<file path="config.mk">
export PLATFORM = sky130hd
export DESIGN_NAME = wrr_mapper_sched
export DESIGN_NICKNAME = d
export VERILOG_FILES = /design/src/rtl/wrr_sched_pkg.sv /design/src/rtl/wrr_map_table.sv /design/src/rtl/wrr_head_check.sv /design/src/rtl/wrr_walker.sv /design/src/rtl/wrr_mapper_sched.sv
export SDC_FILE = /design/constraint.sdc
export NUM_CORES = 1
export LEC_CHECK = 0
export BUFFER_PORTS_ARGS = -buffer_cell sky130_fd_sc_hd__buf_4
export CAP_MARGIN = 20
export CORE_ASPECT_RATIO = 0.7
export CORE_MARGIN = 5
export CORE_UTILIZATION = 25
export CTS_BUF_LIST = sky130_fd_sc_hd__clkbuf_16
export DETAILED_ROUTE_END_ITERATION = 10
export PLACE_DENSITY = 0.45
export SYNTH_ARGS = -nofsm -noshare
export SYNTH_HDL_FRONTEND = slang
export SYNTH_SLANG_ARGS = --single-unit
</file>
<file path="constraint.sdc">
create_clock -name clk_i -period 4.45 [get_ports clk_i]
set_clock_uncertainty 0.1 [all_clocks]
set_input_delay 0 -clock clk_i [delete_from_list [all_inputs] [get_ports clk_i]]
set_output_delay 0 -clock clk_i [all_outputs]
set_load 0.005 [all_outputs]
</file>
<file path="src/rtl/wrr_sched_pkg.sv">
package wrr_sched_pkg;
  localparam int unsigned DefNumQ   = 16;
  localparam int unsigned DefNumEnt = 16;
  localparam int unsigned DefCntW   = 4;

  typedef enum logic [1:0] {
    WALK_HOME = 2'd0,  // disabled: park at entry 0
    WALK_HOLD = 2'd1,  // stay on entry
    WALK_TAKE = 2'd2,  // consume one credit, stay
    WALK_NEXT = 2'd3   // move to next entry
  } walk_act_e;
endpackage

</file>
<file path="src/rtl/wrr_map_table.sv">
module wrr_map_table #(
  parameter int unsigned NUM_Q   = 16,
  parameter int unsigned NUM_ENT = 16,
  parameter int unsigned CNT_W   = 4,
  localparam int unsigned QID_W  = $clog2(NUM_Q),
  localparam int unsigned ENT_W  = $clog2(NUM_ENT)
) (
  input  logic             clk_i,
  input  logic             rst_ni,
  input  logic             lock_i,
  input  logic             we_i,
  input  logic [ENT_W-1:0] waddr_i,
  input  logic [QID_W-1:0] wqid_i,
  input  logic [CNT_W-1:0] wcnt_i,
  input  logic [ENT_W-1:0] ridx_i,
  output logic [QID_W-1:0] rqid_o,
  output logic [CNT_W-1:0] rcnt_o
);
  logic [NUM_ENT-1:0][QID_W-1:0] qid_q;
  logic [NUM_ENT-1:0][CNT_W-1:0] cnt_q;

  for (genvar g = 0; g < NUM_ENT; g++) begin : g_ent
    logic hit;
    assign hit = we_i && !lock_i && (waddr_i == ENT_W'(g));
    always_ff @(posedge clk_i or negedge rst_ni) begin
      if (!rst_ni) begin
        qid_q[g] <= QID_W'(g % NUM_Q);
        cnt_q[g] <= CNT_W'(1);
      end else if (hit) begin
        qid_q[g] <= wqid_i;
        cnt_q[g] <= wcnt_i;
      end
    end
  end

  assign rqid_o = qid_q[ridx_i];
  assign rcnt_o = cnt_q[ridx_i];

  // table frozen while the scheduler runs
  p_table_locked_r9: assert property (@(posedge clk_i) disable iff (!rst_ni)
    $past(lock_i) |-> ($stable(qid_q) && $stable(cnt_q)));
endmodule

</file>
<file path="src/rtl/wrr_head_check.sv">
module wrr_head_check #(
  parameter int unsigned NUM_Q  = 16,
  parameter int unsigned CNT_W  = 4,
  localparam int unsigned QID_W = $clog2(NUM_Q)
) (
  input  logic             clk_i,
  input  logic             rst_ni,
  input  logic             enable_i,
  input  logic [NUM_Q-1:0] active_i,
  input  logic [NUM_Q-1:0] ready_i,
  input  logic [NUM_Q-1:0] fc_i,
  input  logic [QID_W-1:0] qid_i,
  input  logic [CNT_W-1:0] used_i,
  input  logic [CNT_W-1:0] cnt_i,
  output logic             elig_o,
  output logic             grant_o
);
  logic q_ok;
  logic credit_left;

  assign q_ok        = active_i[qid_i] && ready_i[qid_i] && !fc_i[qid_i];
  assign credit_left = used_i < cnt_i;
  assign elig_o      = q_ok && credit_left;
  assign grant_o     = enable_i && elig_o;

  // never request a fetch from a blocked head
  p_no_fc_grant_r6: assert property (@(posedge clk_i) disable iff (!rst_ni)
    grant_o |-> !fc_i[qid_i]);
  // only an active queue with a ready head
  p_grant_live_r5: assert property (@(posedge clk_i) disable iff (!rst_ni)
    grant_o |-> (active_i[qid_i] && ready_i[qid_i]));

  p_idle_no_grant_r11: assert property (@(posedge clk_i) disable iff (!rst_ni)
    (active_i == '0) |-> !grant_o);
endmodule

</file>
<file path="src/rtl/wrr_walker.sv">
module wrr_walker
  import wrr_sched_pkg::*;
#(
  parameter int unsigned NUM_ENT = 16,
  parameter int unsigned CNT_W   = 4,
  localparam int unsigned ENT_W  = $clog2(NUM_ENT)
) (
  input  logic             clk_i,
  input  logic             rst_ni,
  input  logic             enable_i,
  input  logic             elig_i,
  input  logic             done_i,
  input  logic [CNT_W-1:0] cnt_i,
  output logic [ENT_W-1:0] ptr_o,
  output logic [CNT_W-1:0] used_o
);
  logic [ENT_W-1:0] ptr_q;
  logic [CNT_W-1:0] used_q;
  walk_act_e        act;
  logic             last;

  assign last = (used_q + CNT_W'(1)) == cnt_i;

  always_comb begin
    if (!enable_i)            act = WALK_HOME;
    else if (!elig_i)         act = WALK_NEXT;
    else if (!done_i)         act = WALK_HOLD;
    else if (last)            act = WALK_NEXT;
    else                      act = WALK_TAKE;
  end

  always_ff @(posedge clk_i or negedge rst_ni) begin
    if (!rst_ni) begin
      ptr_q  <= '0;
      used_q <= '0;
    end else begin
      unique case (act)
        WALK_HOME: begin ptr_q <= '0; used_q <= '0; end
        WALK_NEXT: begin
          ptr_q  <= (ptr_q == ENT_W'(NUM_ENT - 1)) ? '0 : ptr_q + ENT_W'(1);
          used_q <= '0;
        end
        WALK_TAKE: used_q <= used_q + CNT_W'(1);
        default:   ;
      endcase
    end
  end

  assign ptr_o  = ptr_q;
  assign used_o = used_q;

  // credits consumed never exceed the entry's credit
  p_credit_bound_r3: assert property (@(posedge clk_i) disable iff (!rst_ni)
    (used_q == '0) || (used_q < cnt_i));
  // parked at entry 0 after a disabled cycle
  p_home_when_off_r2: assert property (@(posedge clk_i) disable iff (!rst_ni)
    !enable_i |=> (ptr_q == '0 && used_q == '0));
  // stray done leaves credit untouched
  p_stray_done_r10: assert property (@(posedge clk_i) disable iff (!rst_ni)
    (enable_i && !elig_i) |=> (used_q == '0));
endmodule

</file>
<file path="src/rtl/wrr_mapper_sched.sv">
module wrr_mapper_sched
  import wrr_sched_pkg::*;
#(
  parameter int unsigned NUM_Q   = DefNumQ,
  parameter int unsigned NUM_ENT = DefNumEnt,
  parameter int unsigned CNT_W   = DefCntW,
  localparam int unsigned QID_W  = $clog2(NUM_Q),
  localparam int unsigned ENT_W  = $clog2(NUM_ENT)
) (
  input  logic             clk_i,
  input  logic             rst_ni,
  input  logic             enable_i,
  input  logic [NUM_Q-1:0] q_active_i,
  input  logic [NUM_Q-1:0] q_ready_i,
  input  logic [NUM_Q-1:0] q_fc_i,
  input  logic             map_we_i,
  input  logic [ENT_W-1:0] map_addr_i,
  input  logic [QID_W-1:0] map_qid_i,
  input  logic [CNT_W-1:0] map_cnt_i,
  input  logic             desc_done_i,
  output logic             grant_valid_o,
  output logic [QID_W-1:0] grant_qid_o
);
  logic [ENT_W-1:0] ptr;
  logic [CNT_W-1:0] used;
  logic [QID_W-1:0] cur_qid;
  logic [CNT_W-1:0] cur_cnt;
  logic             elig;
  logic             grant;

  wrr_map_table #(.NUM_Q(NUM_Q), .NUM_ENT(NUM_ENT), .CNT_W(CNT_W)) u_table (
    .clk_i   (clk_i),
    .rst_ni  (rst_ni),
    .lock_i  (enable_i),
    .we_i    (map_we_i),
    .waddr_i (map_addr_i),
    .wqid_i  (map_qid_i),
    .wcnt_i  (map_cnt_i),
    .ridx_i  (ptr),
    .rqid_o  (cur_qid),
    .rcnt_o  (cur_cnt)
  );

  wrr_head_check #(.NUM_Q(NUM_Q), .CNT_W(CNT_W)) u_check (
    .clk_i    (clk_i),
    .rst_ni   (rst_ni),
    .enable_i (enable_i),
    .active_i (q_active_i),
    .ready_i  (q_ready_i),
    .fc_i     (q_fc_i),
    .qid_i    (cur_qid),
    .used_i   (used),
    .cnt_i    (cur_cnt),
    .elig_o   (elig),
    .grant_o  (grant)
  );

  wrr_walker #(.NUM_ENT(NUM_ENT), .CNT_W(CNT_W)) u_walk (
    .clk_i    (clk_i),
    .rst_ni   (rst_ni),
    .enable_i (enable_i),
    .elig_i   (elig),
    .done_i   (desc_done_i),
    .cnt_i    (cur_cnt),
    .ptr_o    (ptr),
    .used_o   (used)
  );

  assign grant_valid_o = grant;
  assign grant_qid_o   = cur_qid;

  // nothing granted while disabled
  p_off_no_grant_r2: assert property (@(posedge clk_i) disable iff (!rst_ni)
    !enable_i |-> !grant_valid_o);
  // a zero-credit entry never grants
  p_zero_credit_r8: assert property (@(posedge clk_i) disable iff (!rst_ni)
    (cur_cnt == '0) |-> !grant_valid_o);
endmodule

</file>
==> impl_metrics.csv <==
group,metric,value,unit
status,status,"finished, final reports clean",
floorplan,rows,51,
finish,fin_nets,667,
floorplan,start_util,25.4,%
grt,overflow,0,
floorplan,io_pins,70,
synthesis,ys.warnings.count,0,
grt,grt_max_degree,75,
clock_network,cts_resized,0,
grt,grt_pass1_wl,30.1,mm
timing,hold_slack,0.148,ns
timing,rsz0062_at_grt,"false",
placement,gp_congestion,0.741,
worst_setup_path,startpoint_type,"flip-flop",
finish,areaGrowthSynthToFinish,23.5,%
finish,n_antenna_cell,0,
power,power,4.28,mW
clock_network,clk_path_buf_depth,2,
floorplan,die-area,32000,sq um
synthesis,yosys-top-cells-area,"dfrtp_1 (31%), mux2_2 (21%), dfstp_2 (18%), mux4_2 (8.9%), mux2i_1 (2.5%)",
route,via_count,4583,
timing,finalSetupViolCount,0,
power,p_per_area,487,nW/um^2
clock_network,cts_hold_buf,11,
finish,fillCellCount,2795,
clock_network,clkLatencyLatePin,0.42,ns
clock_network,cts_tree,"built",
timing,min_period,4.14,ns
synthesis,seq_area_frac_synth,48.7,%
grt,grt_pass1_vias,4956,
power,peakVddDrop,0.257,mV
clock_network,cts.clk_slew.worst_paths,0.06,ns
worst_setup_path,worstSetupEndpointType,"flip-flop",
timing,fmax,0.241,GHz
placement,dp_hpwl,13.6,mm
synthesis,synth_top_area_share,31.0,%
synthesis,synth-edff-count,0,
clock_network,cts-root-buf,"clkbuf_16",
clock_network,cts_buffers,17,
timing,hold_viol_final,0,
timing,final_max_slew_viol_count,0,
floorplan,die_h,151,um
route,drtPass1Iterations,4,
route,drt_iter0_drc,264,
worst_setup_path,crit_required,4.71,ns
clock_network,clkSinkCount,136,
timing,fin_setup_tns,0,ns
synthesis,syn_nets,583,
clock_network,htreeDepth,4,
timing,tightest_slew,0.996,ns
route,via_per_inst,4.69,
synthesis,synth_cells,509,
synthesis,synth-main-ff-cell,"dfrtp_1",
finish,final_layout_size_suffix_gt1_share,55.1,%
floorplan,fp.dieW,212,um
timing,post-route-period-util,93.1,%
route,postRouteAntennaNets,0,
route,wirelength,19.7,mm
placement,place_area,8070,sq um
timing,max-slew-margin-rel,33.4,%
placement,io_buffers,69,
route,drc,0,
route,routedWlPerCell,20.1,um
hold_path,hold_class,"input pin to flip-flop",
synthesis,synth_top_area_cell,"dfrtp_1",
finish,fin_area,8780,sq um
worst_setup_path,worstPathArrival,4.40,ns
grt,grt_usage,12.7,%
worst_setup_path,crit_fanout,6,
flow_run,maxCapViolCount,0,
synthesis,avgSynthCellArea,14.0,sq um
floorplan,coreArea,27900,sq um
synthesis,synth-async-reset-ratio,100,%
worst_setup_path,path_class,"flip-flop to flip-flop",
synthesis,ys_ff_latch,136,
grt,antenna_found_initial,0,
synthesis,yosysUniqueCellTypes,50,
power,leakagePower,3.68,nW
synthesis,synth_area,7110,sq um
clock_network,postCtsSetupBuffers,0,
## per-layer routing
metal	global-route usage [%]	vias up	wire length (um)
met5	0	-	0
met4	3.28	0	142
met3	2.65	12	748
met2	20.0	69	9540
met1	17.9	2413	9240
li1	-	2089	-
## cell families after synthesis
logic type               after synthesis  share of synthesized area, %
XOR/XNOR                               5                         0.616
AND/OR/NAND/NOR                      102                          7.53
multiplexers                         182                          33.7
AO/OA/AOI/OAI                         45                          5.70
adder cells (fa/ha/maj)                9                          1.58
buffers and inverters                 30                          2.16
flip-flops                           136                          48.7
## flip-flops by register name (all words and copies together), names as in the netlist
name	cells
u_table.cnt_q	64
u_table.qid_q	64
u_walk.ptr_o	4
u_walk.used_o	4
## power breakdown
part / leakage, nW / internal, mW / switching (mW)
clock network: 0.290 / 0.862 / 0.526
logic: 1.76 / 0.645 / 0.573
registers: 1.63 / 1.54 / 0.136
total: 3.68 / 3.05 / 1.23
## stage by stage
step / setup slack (ns) / utilization (%) / cells
2_1_floorplan: 0.659 / - / 509
3_3_place_gp: 0.355 / 28.9 / 932
3_5_place_dp: 0.283 / 28.9 / 932
4_1_cts: 0.245 / 31.3 / 975
5_1_grt: 0.0419 / 31.4 / 977
6_report: 0.306 / 31.4 / 977
## final cells by class
type / count / area [sq um] / area share, %
sequential: 136 / 3460 / 39.5
clock inverter: 15 / 144 / 1.64
multi-input combinational: 343 / 3510 / 39.9
inverter: 3 / 11.3 / 0.128
timing repair buffer: 92 / 766 / 8.72
tap: 371 / 464 / 5.29
clock buffer: 17 / 425 / 4.84
## worst paths after layout
check / startpoint / end / slack [ns] / depth (start not counted)
worst max-delay path: u_walk.ptr_o[0] / u_walk.ptr_o[0] / 0.31 / 14
worst min-delay path: enable_i / u_walk.ptr_o[1] / 0.15 / 5
worst max register to register: u_walk.ptr_o[0] / u_walk.ptr_o[0] / 0.31 / 14
worst min register to register: u_table.cnt_q[41] / u_table.cnt_q[41] / 0.40 / 1
max in group asynchronous: rst_ni / u_table.cnt_q[60] / 2.76 / 5
min in group asynchronous: rst_ni / u_table.qid_q[0] / 0.46 / 3
## cells in the mapped netlist, types with 3 or more instances
master    instances
a221oi_2          4
xnor2_1           4
or2_2             8
nand3b_1          8
nor2_1           16
mux2_2          132
nand3_1           3
mux4_2           28
mux4_1            3
a21o_1            4
nor3_1            3
a221oi_1          4
buf_2             6
a22oi_1           5
clkbuf_1         14
mux2i_1          18
buf_6             3
dfrtp_1          88
dfstp_2          48
a21oi_1           3
nand2b_1          8
nand2_1          29
nor2b_1          12
nor4_1            9
ha_1              9
o21ai_0           8
buf_4             3
## placed cells by master (no fill, tap or decap), types with 4 or more instances in the layout
cell	netlist	final
mux2_2	132	132
dfrtp_1	88	87
buf_4	3	77
dfstp_2	48	48
nand2_1	29	29
mux4_2	28	28
mux2i_1	18	18
clkbuf_16	0	17
nor2_1	16	16
dlygate4sd3_1	0	12
nor2b_1	12	11
nor4_1	9	9
ha_1	9	9
nand2b_1	8	8
nand3b_1	8	8
or2_2	8	8
o21ai_0	8	8
clkinv_1	1	5
inv_1	2	5
a22oi_1	5	5
a21o_1	4	4
a221oi_1	4	4
a221oi_2	4	4
xnor2_1	4	4
clkinv_2	0	4
## worst max-delay path, stage by stage, from the launching register on
cell	delay, ns
dfrtp_1	0.47
buf_4	0.24
mux4_2	0.52
mux2i_1	0.30
a21o_1	0.29
ha_1	0.26
o21ai_0	0.08
nand2b_1	0.09
a21oi_1	0.25
nand2_1	0.12
o41a_1	0.35
ha_1	0.37
nand2b_1	0.21
a311oi_1	0.31
a21o_1	0.12
Note: power is estimated with default switching activity, not from simulation.
